==> src/rtl/dkc_pkg.sv <==
package dkc_pkg;

    localparam int DATA_W = 16;
    localparam int FUNC_W = 5;
    localparam int CFG_W  = 5;
    localparam int PCHK_W = 4;
    localparam int UAE_W  = 2;
    localparam int ERR_W  = DATA_W / 2;

    // primary register bit positions
    localparam int B_GO   = 0;
    localparam int B_FLO  = 1;
    localparam int B_FHI  = B_FLO + FUNC_W - 1;
    localparam int B_IE   = 6;
    localparam int B_DONE = 7;
    localparam int B_UAE  = 8;
    localparam int B_TRE  = 14;
    // secondary register positions
    localparam int B_CLR  = 5;
    localparam int B_MXF  = 9;
    localparam int B_PE   = 13;
    // index inside the secondary error byte
    localparam int E_MXF  = B_MXF - ERR_W;
    localparam int E_PGE  = 2;
    localparam int E_PE   = B_PE - ERR_W;

    typedef enum logic [1:0] {
        SEL_PRI  = 2'd0,
        SEL_SEC  = 2'd1,
        SEL_THR  = 2'd2,
        SEL_NONE = 2'd3
    } reg_sel_e;

    typedef struct packed {
        logic              lo;
        logic              hi;
        reg_sel_e          sel;
        logic [DATA_W-1:0] val;
    } wr_req_t;

    typedef struct packed {
        logic              done;
        logic              ie;
        logic              tre;
        logic              sc_diag;
        logic [UAE_W-1:0]  uae;
        logic [ERR_W-1:0]  err;
        logic [CFG_W-1:0]  cfg;
        logic [PCHK_W-1:0] pchk;
    } ctl_state_t;

    localparam ctl_state_t CTL_RESET = '{done: 1'b1, default: '0};

    function automatic logic is_xfer_fn(input logic [FUNC_W-1:0] f,
                                        input int unsigned lim);
        return 32'(f) >= lim;
    endfunction

    function automatic logic [DATA_W-1:0] pack_pri(input ctl_state_t s,
                                                   input logic tre_v,
                                                   input logic sc_v);
        return {sc_v, tre_v, 4'b0000, s.uae, s.done, s.ie, 6'b000000};
    endfunction

    function automatic logic [DATA_W-1:0] pack_sec(input ctl_state_t s);
        return {s.err, 2'b11, 1'b0, s.cfg};
    endfunction

    function automatic logic [DATA_W-1:0] pack_thr(input ctl_state_t s);
        return {9'b0, s.ie, 2'b00, s.pchk};
    endfunction

endpackage

==> src/rtl/dkc_bus_align.sv <==
module dkc_bus_align
    import dkc_pkg::*;
(
    input  logic              wr_en,
    input  logic [1:0]        wr_sel,
    input  logic              wr_byte,
    input  logic              wr_hi,
    input  logic [DATA_W-1:0] wr_data,
    output wr_req_t           req
);
    localparam int HALF = DATA_W / 2;

    always_comb begin
        req.sel = reg_sel_e'(wr_sel);
        req.lo  = wr_en && (!wr_byte || !wr_hi);
        req.hi  = wr_en && (!wr_byte || wr_hi);
        if (wr_byte && wr_hi)
            req.val = {wr_data[HALF-1:0], {HALF{1'b0}}};
        else if (wr_byte)
            req.val = {{HALF{1'b0}}, wr_data[HALF-1:0]};
        else
            req.val = wr_data;
    end
endmodule

==> src/rtl/dkc_ctl_regs.sv <==
module dkc_ctl_regs
    import dkc_pkg::*;
#(
    parameter int unsigned XFER_MIN = 20
) (
    input  logic              clk,
    input  logic              rst,
    input  wr_req_t           req,
    input  logic              drv_done,
    input  logic              drv_exc,
    input  logic              drv_attn,
    input  logic              irq_ack,
    input  logic [1:0]        rd_sel,
    output logic [DATA_W-1:0] rd_data,
    output logic              done_q,
    output logic              ie_q,
    output logic              sc_lvl,
    output logic              done_rise,
    output logic              iff_set,
    output logic              ctl_clr,
    output logic              err_any,
    output logic              cmd_go,
    output logic [FUNC_W-1:0] cmd_func
);
    ctl_state_t st, st_n;

    logic pri_lo, pri_hi, sec_lo, sec_hi, thr_lo;
    logic go_bit, go_xfer, pge_hit, xfer_ok, start_ok, err_wipe, diag_set;
    logic tre_v;
    logic [FUNC_W-1:0] func_w;

    assign pri_lo = req.lo && req.sel == SEL_PRI;
    assign pri_hi = req.hi && req.sel == SEL_PRI;
    assign sec_lo = req.lo && req.sel == SEL_SEC;
    assign sec_hi = req.hi && req.sel == SEL_SEC;
    assign thr_lo = req.lo && req.sel == SEL_THR;

    assign func_w   = req.val[B_FHI:B_FLO];
    assign go_bit   = pri_lo && req.val[B_GO];
    assign go_xfer  = go_bit && is_xfer_fn(func_w, XFER_MIN);
    assign pge_hit  = go_xfer && !st.done;
    assign xfer_ok  = go_xfer && st.done;
    assign start_ok = go_bit && !pge_hit;
    assign err_wipe = ((pri_lo || pri_hi) && req.val[B_TRE]) || xfer_ok;
    assign diag_set = sec_hi &&
                      ((req.val[B_MXF] && !st.err[E_MXF]) ||
                       (req.val[B_PE]  && !st.err[E_PE]));

    assign ctl_clr   = rst || (sec_lo && req.val[B_CLR]);
    assign done_rise = (drv_done || drv_exc) && !st.done;
    assign iff_set   = pri_lo && req.val[B_DONE] && req.val[B_IE];

    always_comb begin
        st_n = st;
        // interrupt enable: acknowledge wins over writes
        if (irq_ack)
            st_n.ie = 1'b0;
        else if (pri_lo || thr_lo)
            st_n.ie = req.val[B_IE];
        // error and special-condition clearing comes before new sets
        if (err_wipe) begin
            st_n.tre     = 1'b0;
            st_n.err     = '0;
            st_n.sc_diag = 1'b0;
        end
        if (xfer_ok)
            st_n.done = 1'b0;
        if (drv_done || drv_exc)
            st_n.done = 1'b1;
        if (drv_exc)
            st_n.tre = 1'b1;
        if (pri_hi && st.done)
            st_n.uae = req.val[B_UAE +: UAE_W];
        if (sec_lo)
            st_n.cfg = req.val[CFG_W-1:0];
        if (sec_hi) begin
            st_n.err[E_MXF] = req.val[B_MXF];
            st_n.err[E_PE]  = req.val[B_PE];
        end
        if (diag_set)
            st_n.sc_diag = 1'b1;
        if (pge_hit)
            st_n.err[E_PGE] = 1'b1;
        if (thr_lo)
            st_n.pchk = req.val[PCHK_W-1:0];
    end

    always_ff @(posedge clk) begin
        if (ctl_clr) begin
            st       <= CTL_RESET;
            cmd_go   <= 1'b0;
            cmd_func <= '0;
        end else begin
            st     <= st_n;
            cmd_go <= start_ok;
            if (start_ok)
                cmd_func <= func_w;
        end
    end

    assign err_any = |st.err;
    assign tre_v   = st.tre || err_any;
    assign sc_lvl  = tre_v || st.sc_diag || drv_attn;
    assign done_q  = st.done;
    assign ie_q    = st.ie;

    always_comb begin
        case (reg_sel_e'(rd_sel))
            SEL_PRI: rd_data = pack_pri(st, tre_v, sc_lvl);
            SEL_SEC: rd_data = pack_sec(st);
            SEL_THR: rd_data = pack_thr(st);
            default: rd_data = '0;
        endcase
    end
endmodule

==> src/rtl/dkc_irq_unit.sv <==
module dkc_irq_unit (
    input  logic clk,
    input  logic ctl_clr,
    input  logic irq_ack,
    input  logic iff_set,
    input  logic done_rise,
    input  logic ie_q,
    input  logic done_q,
    input  logic sc_lvl,
    output logic iff_q,
    output logic irq_req
);
    always_ff @(posedge clk) begin
        if (ctl_clr || irq_ack)
            iff_q <= 1'b0;
        else if (iff_set)
            iff_q <= 1'b1;
        else if (done_rise)
            iff_q <= ie_q;
    end

    // latched completion path OR gated level path
    assign irq_req = iff_q || (sc_lvl && done_q && ie_q);
endmodule

==> src/rtl/dkc_status_irq.sv <==
module dkc_status_irq
    import dkc_pkg::*;
#(
    parameter int unsigned XFER_MIN = 20
) (
    input  logic              clk,
    input  logic              rst,
    input  logic              wr_en,
    input  logic [1:0]        wr_sel,
    input  logic              wr_byte,
    input  logic              wr_hi,
    input  logic [DATA_W-1:0] wr_data,
    input  logic [1:0]        rd_sel,
    output logic [DATA_W-1:0] rd_data,
    input  logic              drv_done,
    input  logic              drv_exc,
    input  logic              drv_attn,
    input  logic              irq_ack,
    output logic              irq_req,
    output logic              cmd_go,
    output logic [FUNC_W-1:0] cmd_func
);
    wr_req_t req;
    logic done_q, ie_q, sc_lvl, done_rise, iff_set, ctl_clr, err_any, iff_q;

    dkc_bus_align u_align (
        .wr_en   (wr_en),
        .wr_sel  (wr_sel),
        .wr_byte (wr_byte),
        .wr_hi   (wr_hi),
        .wr_data (wr_data),
        .req     (req)
    );

    dkc_ctl_regs #(.XFER_MIN(XFER_MIN)) u_regs (
        .clk       (clk),
        .rst       (rst),
        .req       (req),
        .drv_done  (drv_done),
        .drv_exc   (drv_exc),
        .drv_attn  (drv_attn),
        .irq_ack   (irq_ack),
        .rd_sel    (rd_sel),
        .rd_data   (rd_data),
        .done_q    (done_q),
        .ie_q      (ie_q),
        .sc_lvl    (sc_lvl),
        .done_rise (done_rise),
        .iff_set   (iff_set),
        .ctl_clr   (ctl_clr),
        .err_any   (err_any),
        .cmd_go    (cmd_go),
        .cmd_func  (cmd_func)
    );

    dkc_irq_unit u_irq (
        .clk       (clk),
        .ctl_clr   (ctl_clr),
        .irq_ack   (irq_ack),
        .iff_set   (iff_set),
        .done_rise (done_rise),
        .ie_q      (ie_q),
        .done_q    (done_q),
        .sc_lvl    (sc_lvl),
        .iff_q     (iff_q),
        .irq_req   (irq_req)
    );
endmodule

==> config.mk <==
export PLATFORM = sky130hd
export DESIGN_NAME = dkc_status_irq
export DESIGN_NICKNAME = d
export VERILOG_FILES = /design/src/rtl/dkc_pkg.sv /design/src/rtl/dkc_bus_align.sv /design/src/rtl/dkc_ctl_regs.sv /design/src/rtl/dkc_irq_unit.sv /design/src/rtl/dkc_status_irq.sv
export SDC_FILE = /design/constraint.sdc
export NUM_CORES = 1
export LEC_CHECK = 0
export ABC_AREA = 1
export BUFFER_PORTS_ARGS = -buffer_cell sky130_fd_sc_hd__buf_2
export CAP_MARGIN = 30
export CORE_MARGIN = 8
export CORE_UTILIZATION = 40
export CTS_CLUSTER_SIZE = 24
export DETAILED_ROUTE_END_ITERATION = 8
export GPL_TIMING_DRIVEN = 0
export MAX_ROUTING_LAYER = met4
export PLACE_DENSITY = 0.73
export SYNTH_ARGS = -nofsm -noshare
export SYNTH_HDL_FRONTEND = slang
export SYNTH_SLANG_ARGS = --single-unit
==> constraint.sdc <==
create_clock -name clk -period 3.2 [get_ports clk]
set_input_delay 0.48 -clock clk [delete_from_list [all_inputs] [get_ports clk]]
set_output_delay 0.48 -clock clk [all_outputs]
set_load 0.05 [all_outputs]
==> run_results.csv <==
group,metric,value,unit
run_status,status,"completed",
sta,setup_viol,0,
global_routing,antenna_found_initial,0,
layout,final_cells,294,
worst_setup_path,worst-path-max-fanout,9,
clock_tree,cts_hold_buf,0,
sta,timing.final.ws_setup,1021,ps
power,power_frac_seq,54.4,%
worst_setup_path,max_stage_delay,300,ps
worst_setup_path,end_kind,"output port",
layout,nNetsFinal,280,
worst_setup_path,worstPathRequired,2720,ps
logic_synthesis,synth_cell_types,22,
logic_synthesis,yosysTopAreaCellShare,38.95,%
sta,tns,0,ps
logic_synthesis,synthesis.area,0.001285,mm²
clock_tree,clockBufferDepth,2,
clock_tree,clock-sinks,25,
layout,diodes,0,
sta,slew_viol_final,0,
logic_synthesis,synthFlopType,"dfxtp_1",
die,io-pin-count,52,
global_routing,first_global_vias,1308,
route,vias,1368,
min_path,hold_path.class,"primary input to register",
placed_design,place_hpwl,2791,µm
route,wl_met2,1602,µm
placed_design,dp_slack,1036,ps
layout,fin_util,52.25,%
worst_setup_path,critPathArrivalTime,1700,ps
power,power_density,371.8,mW/mm²
global_routing,grt_pass1_wl,5754,µm
sta,fmax,459.0,MHz
route,vias_per_cell,4.653,
clock_tree,cts_tree,"built",
power,p_int,403.2,µW
clock_tree,clk_pin_slew_worst_paths,140,ps
power,peakVddDrop,0.1969,mV
route,detail_route.iter0.violations,80,
worst_setup_path,worstSetupStartpointType,"primary input",
route,wl_met1,1650,µm
clock_tree,post_cts_resized,0,
worst_setup_path,crit_buf_inv,4,
logic_synthesis,synth-seq-cells,25,
clock_tree,cts_made_buffers,3,
sta,fin_crit,2179,ps
die,coreArea,0.003053,mm²
layout,drive_gt1_share,24.80,%
die,die_h,72.68,µm
sta,clock_skew,9.696,ps
global_routing,grt_max_degree,15,
power,clock_power_share,25.0,%
logic_synthesis,syn_inst,200,
worst_setup_path,crit_path_frequent_cell,"buf_2",
sta,rsz0062_at_grt,"no",
logic_synthesis,ys_top_cells_by_count,"37 x nand2_1, 33 x inv_1, 33 x nor2_1, 25 x dfxtp_1, 21 x a21oi_1",
route,routed_wl,3498,µm
clock_tree,cts_root_buffer,"clkbuf_4",
placed_design,placed_cells,290,
die,die_x,72.68,µm
power,p_switching,189.9,µW
logic_synthesis,seq_area_frac_synth,38.95,%
route,ant_nets,0,
route,post_drt_wl_per_cell,11.90,µm
run,cap_violations,0,
die,dieArea,0.005282,mm²
route,drt-pass1-iter-count,4,
logic_synthesis,syn_avg_cell_area,6.425,µm²
clock_tree,htreeDepth,1,
route,dr.max_layer_used,"met4",
worst_setup_path,critPathSlowestCell,"buf_2",
worst_setup_path,cp_cell_sequence,"buf_2 -> inv_1 -> or2_2 -> clkbuf_1 -> o21ai_0 -> buf_2",
clock_tree,clk_latency,330,ps
power,p_sw_share,32.01,%
global_routing,grt_overflow,0,
placed_design,io_buffers,44,
global_routing,grt_use_total,13.94,%
logic_synthesis,yosys_warnings,0,
worst_setup_path,path_delay_family,"buffers and inverters",
route,drc,0,
logic_synthesis,yosysTopAreaCell,"dfxtp_1",
die,num_rows,20,
placed_design,gp_congestion,0.8159,
worst_setup_path,critical_path_class,"primary input to output port",
sta,hold_viol_final,0,
power,p_comb_share,20.6,%
route,dr_wl_met3,188,µm
logic_synthesis,ys_async_sr_fraction,0,%
logic_synthesis,yosysMostFrequentCell,"nand2_1",
logic_synthesis,synth-edff-count,0,
power,p_leak,0.8044,nW
clock_tree,cts_setup_buffers,0,
sta,min_period_over_period,68.09,%
die,initial_utilization,42.09,%
logic_synthesis,synth_area_leaders,"dfxtp_1 39%, nand2_1 11%, inv_1 9.6%",
layout,syn2layout_area_growth,24.15,%
## cell type report
| type | count | area [µm²] |
|---|---|---|
| plain buffers | 6 | 36.28 |
| clock buffers | 3 | 22.52 |
| clock inverters | 1 | 5.005 |
| fillers | 349 | 1458 |
| inverters | 34 | 127.6 |
| multi-input cells | 137 | 628.1 |
| flip-flops and latches | 25 | 500.5 |
| well taps | 44 | 55.05 |
| repair buffers | 44 | 220.2 |
## placed cells by master (no fill, tap or decap), drive strengths merged
| cell type | Yosys | layout |
|---|---|---|
| nor2 | 36 | 36 |
| nand2 | 39 | 39 |
| clkbuf | 1 | 4 |
| buf | 5 | 49 |
| o21ai | 13 | 13 |
| o22ai | 2 | 2 |
| or2 | 2 | 2 |
| nor3 | 1 | 1 |
| dfxtp | 25 | 25 |
| conb | 1 | 3 |
| clkinv | 0 | 1 |
| nor4 | 1 | 1 |
| a21oi | 22 | 22 |
| nand3 | 14 | 14 |
| a22o | 1 | 1 |
| inv | 34 | 34 |
| nand4 | 3 | 3 |
## cells by family after synthesis
kind of cell / synth area share [%]
other: 0.2918
buffers and inverters: 12.76
and+or+nand+nor: 31.84
DFF: 38.95
AOI/OAI and AO/OA: 16.16
## metrics by stage
| step | power, mW | instance area (µm²) | hold slack, ps |
|---|---|---|---|
| floorplan | 0.4106 | 1292 | 429.1 |
| global placement | 0.4499 | 1568 | 446.3 |
| detailed placement | 0.4511 | 1568 | 450.8 |
| CTS | 0.5936 | 1595 | 377.3 |
| global route | 0.6197 | 1595 | 380.6 |
| finish | 0.5931 | 1595 | 376.1 |
## path summary, 6_finish.rpt
check / from / end / depth (start not counted) / slack, ps
worst min register to register: u_regs.st[0] / u_regs.st[0] / 2 / 470
worst max register to register: u_regs.done_q / u_regs.cmd_func[3] / 4 / 1990
worst max-delay path: rd_sel[0] / rd_data[3] / 6 / 1020
worst min-delay path: drv_done / u_regs.done_q / 3 / 380
## per-layer routing
metal / vias to the layer above / global-route usage (%)
li1: 723 / -
met1: 594 / 16.44
met2: 47 / 22.76
met3: 4 / 2.198
met4: 0 / 6.222
met5: - / -
## worst register-to-register path, cell delays in order, from the launching register on
cell	delay (ps)
dfxtp_1	460
inv_1	110
a21oi_1	340
nand3_1	120
a21oi_1	140
## sequential cells by signal (all words and copies together), names as in the netlist
register	cells
u_regs.cmd_go	1
u_regs.done_q	1
u_regs.st	16
u_regs.ie_q	1
u_irq.iff_q	1
u_regs.cmd_func	5
## power groups by stage
stage               sequential, mW  combinational, mW  clock, mW
global placement             0.329              0.121          0
finish                       0.323              0.122      0.148
floorplan                    0.334             0.0762          0
detailed placement           0.329              0.122          0
global route                 0.324              0.134      0.162
CTS                          0.323              0.122      0.149
No activity file was read; power rests on OpenSTA's default activity.
